--- src/rtl/io_guard_pkg.sv ---
package io_guard_pkg;

  typedef enum logic [1:0] {
    ST_BOOT   = 2'd0,
    ST_NORMAL = 2'd1,
    ST_SECURE = 2'd2,
    ST_VIOL   = 2'd3
  } guardState_t;

  typedef enum logic [1:0] {
    WALK_BOOT = 2'd0,
    WALK_LATE = 2'd1,
    WALK_IDLE = 2'd2
  } walkState_t;

  // fixed table roles (behaviour depends on these indices)
  localparam int ROLE_ENTRY   = 0;
  localparam int ROLE_EXIT    = 1;
  localparam int ROLE_DMAIRQ  = 2;
  localparam int ROLE_PROTWR  = 3;
  localparam int ROLE_COUNT   = 4;

  typedef struct packed {
    logic unknown;
    logic isEntry;
    logic isExit;
    logic isDmaIrq;
    logic isProtWr;
  } evDecode_t;

  typedef struct packed {
    logic walkStep;
    logic walkRestart;
    logic countUnknown;
    logic setIo;
    logic clrIo;
  } dpStrobe_t;

endpackage

--- src/rtl/io_guard_dp.sv ---
module io_guard_dp
  import io_guard_pkg::*;
#(
  parameter int NUM    = 6,
  parameter int ADDR_W = 10,
  parameter int DATA_W = 32,
  parameter int ERR_W  = 8,
  parameter logic [NUM*ADDR_W-1:0] TABLE_ADDR = '0,
  parameter logic [NUM*DATA_W-1:0] TABLE_DATA = '0,
  parameter logic [NUM-1:0]        BOOT_MASK  = '1
) (
  input  logic              clk,
  input  logic              rstN,
  input  dpStrobe_t         strobe,
  input  logic              evValid,
  input  logic [ADDR_W-1:0] evTag,
  output evDecode_t         dec,
  output logic              ptrLast,
  output logic              ptrBootFlag,
  output logic [ADDR_W-1:0] cfgAddr,
  output logic [DATA_W-1:0] cfgData,
  output logic              ioActive,
  output logic [ERR_W-1:0]  errCount
);

  localparam int PTR_W = (NUM > 1) ? $clog2(NUM) : 1;
  localparam logic [ERR_W-1:0] ERR_MAX = '1;

  logic [PTR_W-1:0] ptrQ;
  logic [NUM-1:0]   hitVec;

  // walk pointer over the table
  always_ff @(posedge clk) begin
    if (!rstN)                    ptrQ <= '0;
    else if (strobe.walkRestart)  ptrQ <= '0;
    else if (strobe.walkStep)     ptrQ <= ptrQ + PTR_W'(1);
  end

  assign ptrLast = (ptrQ == PTR_W'(NUM - 1));

  // table read port at the walk pointer
  always_comb begin
    cfgAddr     = '0;
    cfgData     = '0;
    ptrBootFlag = 1'b0;
    for (int i = 0; i < NUM; i++) begin
      if (ptrQ == PTR_W'(i)) begin
        cfgAddr     = TABLE_ADDR[i*ADDR_W +: ADDR_W];
        cfgData     = TABLE_DATA[i*DATA_W +: DATA_W];
        ptrBootFlag = BOOT_MASK[i];
      end
    end
  end

  // tag comparators, one per table entry
  for (genvar g = 0; g < NUM; g++) begin : g_cmp
    assign hitVec[g] = evValid && (evTag == TABLE_ADDR[g*ADDR_W +: ADDR_W]);
  end

  assign dec.unknown  = evValid && !(|hitVec);
  assign dec.isEntry  = hitVec[ROLE_ENTRY];
  assign dec.isExit   = hitVec[ROLE_EXIT];
  assign dec.isDmaIrq = hitVec[ROLE_DMAIRQ];
  assign dec.isProtWr = hitVec[ROLE_PROTWR];

  always_ff @(posedge clk) begin
    if (!rstN)                 ioActive <= 1'b0;
    else if (strobe.setIo)     ioActive <= 1'b1;
    else if (strobe.clrIo)     ioActive <= 1'b0;
  end

  always_ff @(posedge clk) begin
    if (!rstN)
      errCount <= '0;
    else if (strobe.countUnknown && (errCount != ERR_MAX))
      errCount <= errCount + ERR_W'(1);
  end

endmodule

--- src/rtl/io_guard_ctrl.sv ---
module io_guard_ctrl
  import io_guard_pkg::*;
#(
  parameter bit HAS_LATE = 1'b1
) (
  input  logic        clk,
  input  logic        rstN,
  input  evDecode_t   dec,
  input  logic        evFromIo,
  input  logic        swClear,
  input  logic        cfgReady,
  input  logic        dapPwrAck,
  input  logic        ptrLast,
  input  logic        ptrBootFlag,
  output dpStrobe_t   strobe,
  output guardState_t stateQ,
  output logic        cfgValid,
  output logic        dapPwrReq
);

  walkState_t  walkQ, walkD;
  guardState_t stateD;
  logic        eligible, skip, advance, walkEnd, live;

  assign eligible = ((walkQ == WALK_BOOT) && ptrBootFlag) ||
                    ((walkQ == WALK_LATE) && !ptrBootFlag && dapPwrAck);
  assign skip     = ((walkQ == WALK_BOOT) && !ptrBootFlag) ||
                    ((walkQ == WALK_LATE) && ptrBootFlag);
  assign advance  = skip || (eligible && cfgReady);
  assign walkEnd  = advance && ptrLast;
  assign cfgValid = eligible;
  assign dapPwrReq = (walkQ == WALK_LATE);
  assign live     = (stateQ != ST_BOOT);

  always_comb begin
    walkD = walkQ;
    if (walkEnd) begin
      if (walkQ == WALK_BOOT) walkD = HAS_LATE ? WALK_LATE : WALK_IDLE;
      else                    walkD = WALK_IDLE;
    end
  end

  always_comb begin
    stateD = stateQ;
    unique case (stateQ)
      ST_BOOT:   if ((walkQ == WALK_BOOT) && walkEnd) stateD = ST_NORMAL;
      ST_NORMAL: if (dec.isEntry) stateD = ST_SECURE;
      ST_SECURE: begin
        if (dec.isProtWr && evFromIo) stateD = ST_VIOL;
        else if (dec.isExit)          stateD = ST_NORMAL;
      end
      ST_VIOL:   if (swClear) stateD = ST_NORMAL;
      default:   stateD = ST_BOOT;
    endcase
  end

  always_ff @(posedge clk) begin
    if (!rstN) begin
      walkQ  <= WALK_BOOT;
      stateQ <= ST_BOOT;
    end else begin
      walkQ  <= walkD;
      stateQ <= stateD;
    end
  end

  always_comb begin
    strobe.walkStep     = advance && !ptrLast;
    strobe.walkRestart  = walkEnd;
    strobe.countUnknown = live && dec.unknown;
    strobe.setIo        = live && dec.isDmaIrq;
    strobe.clrIo        = live && swClear;
  end

endmodule

--- src/rtl/io_guard_top.sv ---
module io_guard_top
  import io_guard_pkg::*;
#(
  parameter int NUM    = 6,
  parameter int ADDR_W = 10,
  parameter int DATA_W = 32,
  parameter int ERR_W  = 8,
  parameter logic [NUM*ADDR_W-1:0] TABLE_ADDR =
    {10'h054, 10'h050, 10'h04C, 10'h048, 10'h044, 10'h040},
  parameter logic [NUM*DATA_W-1:0] TABLE_DATA =
    {32'h0000_0105, 32'h0000_0104, 32'h1000_0FFF,
     32'h0000_0001, 32'h0000_2000, 32'h0000_1000},
  parameter logic [NUM-1:0] BOOT_MASK = 6'b01_1111
) (
  input  logic              clk,
  input  logic              rstN,
  input  logic              evValid,
  input  logic [ADDR_W-1:0] evTag,
  input  logic              evFromIo,
  input  logic              swClear,
  output logic              cfgValid,
  input  logic              cfgReady,
  output logic [ADDR_W-1:0] cfgAddr,
  output logic [DATA_W-1:0] cfgData,
  output logic              dapPwrReq,
  input  logic              dapPwrAck,
  output logic              blockDma,
  output logic              secureMode,
  output logic              ioActive,
  output logic [ERR_W-1:0]  errCount
);

  localparam bit HAS_LATE = ~&BOOT_MASK;

  if (NUM < ROLE_COUNT) begin : g_bad_num
    initial $error("table needs at least four entries");
  end

  evDecode_t   dec;
  dpStrobe_t   strobe;
  guardState_t stateQ;
  logic        ptrLast, ptrBootFlag;

  io_guard_ctrl #(.HAS_LATE(HAS_LATE)) i_ctrl (
    .clk(clk), .rstN(rstN), .dec(dec), .evFromIo(evFromIo),
    .swClear(swClear), .cfgReady(cfgReady), .dapPwrAck(dapPwrAck),
    .ptrLast(ptrLast), .ptrBootFlag(ptrBootFlag), .strobe(strobe),
    .stateQ(stateQ), .cfgValid(cfgValid), .dapPwrReq(dapPwrReq)
  );

  io_guard_dp #(
    .NUM(NUM), .ADDR_W(ADDR_W), .DATA_W(DATA_W), .ERR_W(ERR_W),
    .TABLE_ADDR(TABLE_ADDR), .TABLE_DATA(TABLE_DATA), .BOOT_MASK(BOOT_MASK)
  ) i_dp (
    .clk(clk), .rstN(rstN), .strobe(strobe), .evValid(evValid),
    .evTag(evTag), .dec(dec), .ptrLast(ptrLast), .ptrBootFlag(ptrBootFlag),
    .cfgAddr(cfgAddr), .cfgData(cfgData), .ioActive(ioActive),
    .errCount(errCount)
  );

  assign blockDma   = (stateQ == ST_VIOL);
  assign secureMode = (stateQ == ST_SECURE);

endmodule

--- config.mk ---
export PLATFORM = sky130hd
export DESIGN_NAME = io_guard_top
export DESIGN_NICKNAME = d
export VERILOG_FILES = /design/src/rtl/io_guard_pkg.sv /design/src/rtl/io_guard_dp.sv /design/src/rtl/io_guard_ctrl.sv /design/src/rtl/io_guard_top.sv
export SDC_FILE = /design/constraint.sdc
export NUM_CORES = 1
export LEC_CHECK = 0
export ABC_CLOCK_PERIOD_IN_PS = 3600
export BUFFER_PORTS_ARGS = -buffer_cell sky130_fd_sc_hd__buf_2
export CORE_MARGIN = 8
export CORE_UTILIZATION = 49
export CTS_BUF_LIST = sky130_fd_sc_hd__clkbuf_16
export CTS_CLUSTER_DIAMETER = 40
export DETAILED_ROUTE_END_ITERATION = 6
export GPL_TIMING_DRIVEN = 0
export PLACE_DENSITY = 0.85
export SLEW_MARGIN = 40
export SYNTH_ARGS = -nofsm -noshare
export SYNTH_HDL_FRONTEND = slang
export SYNTH_SLANG_ARGS = --single-unit
export TNS_END_PERCENT = 100
--- constraint.sdc ---
create_clock -name clk -period 3.6 [get_ports clk]
set_input_delay 0.36 -clock clk [delete_from_list [all_inputs] [get_ports clk]]
set_output_delay 0.36 -clock clk [all_outputs]
set_load 0.01 [all_outputs]
== Yosys cells after proc, flatten, opt, wreduce, memory -nomap -nowiden ==
Index checks and enable logic that the tools add are counted.

* Input port bits: 17
* Word-level logic and storage cells: 90
* Register bits: 16

* Muxes and demuxes: 27
* Reductions and logical operators: 35
* $add $sub $neg: 2
* Eq/ne operators: 20
* Bitwise logic cells: 1

{| class="wikitable"
|+ Operators by type and width
! cell !! number
|-
| $mux W29 || 3
|-
| $eq A10 B7 Y1 const B || 6
|-
| $mux W7 || 6
|-
| $mux W14 || 2
|-
| $logic_and A1 B1 Y1 || 21
|-
| $mux W13 || 1
|-
| $mux W2 || 6
|-
| $add A8 B1 Y8 const B || 1
|-
| $mux W1 || 8
|-
| $ne A8 B8 Y1 const B || 1
|-
| $pmux W2 S4 || 1
|-
| $eq A3 B2 Y1 const B || 2
|-
| $eq A3 B3 Y1 const B || 2
|-
| $reduce_or A6 Y1 || 1
|-
| $eq A2 B1 Y1 const B || 2
|-
| $eq A2 B2 Y1 const B || 2
|-
| $logic_not A2 Y1 || 2
|-
| $ne A2 B2 Y1 const B || 2
|-
| $reduce_and A4 Y1 || 1
|-
| $reduce_bool A2 Y1 || 2
|-
| $add A3 B1 Y3 const B || 1
|-
| $eq A3 B1 Y1 const B || 1
|-
| $logic_not A1 Y1 || 3
|-
| $logic_not A3 Y1 || 1
|-
| 5 further kinds || 7
|}

== Longest topological paths before layout ==
* Depth after elaboration: 17
* Gate-level depth with buffers: 7

== Modules after synthesis ==
A second synthesis with hierarchy kept.

* Cell total of the unflattened synthesis: 187
* Area, all modules: 1490.2 um2

{| class="wikitable"
|+ By module, submodules not included
! module !! instances !! cells an instance !! area an instance (um2)
|-
| io_guard_dp || 1 || 137 || 1067.3
|-
| io_guard_ctrl || 1 || 48 || 406.6
|-
| io_guard_top || 1 || 2 || 16.3
|}

== Worst setup path before layout ==
Ideal clock, no wire load.

* Path type: register to output
* Start point: register i_dp.ptrQ[2]
* End point: output cfgValid
* Data required time: 3240 ps
* Path slack: 1414 ps
* Buffers on the path: 1
* Cell stages (with the launch flop): 8
* Arrival time: 1826 ps
* Cells stage by stage: dfxtp_1 > clkbuf_1 > inv_1 > ha_1 > nor4b_1 > a21o_1 > mux2i_1 > nor2b_1

* Longest elaborated chain between the ends: 11
* Elaborated cells on any way between the ends: 17

{| class="wikitable"
|+ Ends and longest elaborated chain
! item !! RTL line !! RTL
|-
| start, declared || io_guard_dp.sv:29 || <nowiki>logic [PTR_W-1:0] ptrQ;</nowiki>
|-
| start signal, assigned || io_guard_dp.sv:36 || <nowiki>else if (strobe.walkStep) ptrQ <= ptrQ + PTR_W'(1);</nowiki>
|-
| $logic_not A3 Y1 || io_guard_dp.sv:47 || <nowiki>if (ptrQ == PTR_W'(i)) begin</nowiki>
|-
| $mux W1 (5 in series) || io_guard_dp.sv:47 ||
|-
| $mux W1 * || io_guard_dp.sv:47 ||
|-
| $logic_not A1 Y1 || io_guard_ctrl.sv:26 || <nowiki>((walkQ == WALK_LATE) && !ptrBootFlag && dapPwrAck);</nowiki>
|-
| $logic_and A1 B1 Y1 (2 in series) || io_guard_ctrl.sv:26 ||
|-
| $logic_or A1 B1 Y1 * || io_guard_ctrl.sv:25 || <nowiki>assign eligible = ((walkQ == WALK_BOOT) && ptrBootFlag) ||</nowiki>
|-
| end, declared || io_guard_top.sv:21 || <nowiki>output logic cfgValid,</nowiki>
|}

Every way passes the cells marked *; elsewhere a longest branch is shown, timed or not.

== Worst setup path in the final report ==
Same ends and word-level chain as after synthesis.

==> results.json <==
{
  "die_w_um": 70.0,
  "syn_avg_cell_area_um2": 8.23,
  "synth_seq_cells": 16,
  "p_comb_share_pct": 36.6,
  "status": "completed",
  "start_util_pct": 51.9,
  "hold_slack_ps": 429,
  "drv_cap": 0,
  "fp.coreArea_um2": 2760,
  "layout-drive-gt1-share_pct": 37.0,
  "port_buffers": 47,
  "nNetsFinal": 276,
  "drt-pass1-iter-count": 4,
  "p_switching_w": 0.000208,
  "seq_area_frac_synth_pct": 22.4,
  "worstPathRequired_ps": 3240,
  "crit_path_cell_trace": "clkbuf_1 > inv_1 > ha_1 > nor4b_1 > a21o_1 > mux2i_1 > nor2b_1 > buf_2",
  "cts.sinks": 16,
  "clockBufferDepth": 2,
  "setup_viol": 0,
  "drt_iter0_drc": 105,
  "critical_path.max_fanout": 10,
  "synth_edf_count": 0,
  "swShare_pct": 31.8,
  "synth_top_area_share_pct": 22.4,
  "cts_root_buffer": "clkbuf_16",
  "dp_hpwl_mm": 2.71,
  "cts_made_buffers": 3,
  "grt_max_degree": 11,
  "detail_route.wl_per_cell_um": 12.1,
  "num_vias": 1356,
  "grt_pass1_wl_mm": 5.66,
  "first_global_vias": 1286,
  "synthArstFlopShare_pct": 0,
  "startpoint_type": "flop",
  "clk_pin_slew_ps": 50,
  "tns_ps": 0,
  "max-vdd-ir-drop_v": 0.000283,
  "clk_latency_ps": 240,
  "synth_area_leader_cell": "dfxtp_1",
  "ys.flop_type": "dfxtp_1",
  "cts_hold_buf": 0,
  "endpoint_kind": "output pin",
  "p_clk_share_pct": 32.1,
  "hp-class": "primary input to flop",
  "synth_area_leaders": "dfxtp_1 22%, buf_4 18%, ha_1 9.6%",
  "finalCritPeriodShare_pct": 76.8,
  "postCtsSetupRepairBufs": 0,
  "worst_hold_path.num_cells": 4,
  "multi_input_area_um2": 882,
  "cellPowerDensity_nw_per_um2": 351,
  "seqCellArea_um2": 320,
  "rsz0062_at_grt": "no",
  "final_cells": 277,
  "worst_pin_slew_ps": 504,
  "period_minus_slack_ps": 2760,
  "hold_violations": 0,
  "dp.cells": 274,
  "die-area_um2": 4910,
  "synth.distinct_cells": 37,
  "netlist_area_um2": 1430,
  "synthCells": 174,
  "viasPerCell": 4.90,
  "gp_congestion": 0.782,
  "slew_viol_final": 0,
  "power_frac_seq_pct": 31.2,
  "critPathMaxStageDelay_ps": 390,
  "antenna_found_initial": 0,
  "grt_usage_pct": 13.3,
  "p_int_w": 0.000447,
  "yosysMostFrequentCell": "buf_4",
  "ctsResizeCount": 0,
  "rr_worst_depth": 7,
  "slew_headroom_pct": 65.6,
  "die_h_um": 70.0,
  "io_pins": 72,
  "row_count": 19,
  "drt-total-wl_mm": 3.36,
  "slowest_stage": "dfxtp_1",
  "area_growth_pct": 30.2,
  "finClkSkew_ps": 2.02,
  "ys_warn_count": 0,
  "h-tree-depth": 1,
  "antenna_left": 0,
  "remaining_drc_errors": 0,
  "cp_data_arrival_time_ps": 2400,
  "antenna_cells": 0,
  "p_leak_nw": 0.966,
  "overflow": 0,
  "critPathKind": "flop to output pin",
  "fmax_mhz": 362,
  "cts_tree": "yes",
  "ys_top_cells_by_count": "34 x buf_4, 16 x dfxtp_1, 15 x nand2_1, 11 x ha_1, 10 x inv_1",
  "fillerInstances": 248
}
## routing by layer
layer | GRT usage (%) | wire [um] | up-vias
li1 | - | - | 700
met5 | 0 | 0 | -
met3 | 3.53 | 252 | 5
met2 | 23.5 | 1660 | 53
met1 | 14.4 | 1390 | 598
met4 | 6.03 | 59 | 0
## logic make-up after synthesis
kind of cell,count (synthesis),share of synthesized area [%]
muxes,8,5.59
other,1,0.262
DFF,16,22.4
AOI/OAI and AO/OA,32,17.8
and+or+nand+nor,57,22.6
adders and majority gates,11,9.62
buffers and inverters,49,21.8
## cell usage in the layout, fill, tap and decap left out, types with 6 or more instances in the layout
cell      n
dfxtp_1  16
nand2_1  15
conb_1   23
buf_2    47
inv_1    10
nand3_1   7
buf_4    34
ha_1     11
nor2_1    6
mux2i_1   8
a21oi_1   9
## cell type report
cell class	count	area share, %
multi-input combinational	131	47.3
sequential	16	17.2
buffer	39	14.7
timing repair buffer	47	12.6
clock buffer	3	4.03
tap	31	2.08
inverter	10	2.01
## critical path, delay by kind of cell, from the launching register on
family | cells | cell delay [ps]
buffers and inverters | 3 | 610
multiplexers | 1 | 180
AO/OA/AOI/OAI | 1 | 180
flip-flops | 1 | 390
adder cells (fa/ha/maj) | 1 | 290
AND/OR/NAND/NOR | 2 | 510
## power by group through the flow
| stage | logic [W] | registers [W] | clock network [W] |
|---|---|---|---|
| after floorplan | 0.000175 | 0.000205 | 0 |
| after global placement | 0.000235 | 0.000207 | 0 |
| after detailed placement | 0.000240 | 0.000207 | 0 |
| after CTS | 0.000241 | 0.000204 | 0.000214 |
| after global routing | 0.000269 | 0.000207 | 0.000220 |
| final | 0.000240 | 0.000205 | 0.000210 |
## final timing paths
| path | startpoint | to | slack [ps] |
|---|---|---|---|
| worst max-delay path | i_dp.ptrQ[2]$_SDFFE_PP0P_ | cfgValid | 840 |
| worst min-delay path | evTag[2] | i_dp.ioActive$_SDFFE_PN0P_ | 430 |
| worst max register to register | i_dp.ptrQ[2]$_SDFFE_PP0P_ | i_dp.ptrQ[0]$_SDFFE_PP0P_ | 1070 |
| worst min register to register | i_dp.ioActive$_SDFFE_PN0P_ | i_dp.ioActive$_SDFFE_PN0P_ | 490 |
## sequential cells by signal (all words and copies together) (netlist names)
register       flops
i_dp.errCount      8
i_dp.ptrQ          3
i_ctrl.stateQ      2
i_ctrl.walkQ       2
i_dp.ioActive      1
## stage by stage
step / setup slack [ps] / total power [W] / cell area, um^2 / util [%]
5_1_grt: 582 / 0.000695 / 1860 / 67.6
3_3_place_gp: 1180 / 0.000441 / 1790 / 64.8
6_report: 836 / 0.000655 / 1860 / 67.6
2_1_floorplan: 1410 / 0.000380 / 1510 / -
3_5_place_dp: 1100 / 0.000448 / 1790 / 64.8
4_1_cts: 839 / 0.000659 / 1860 / 67.6
Power figures use the tool's default switching activity.
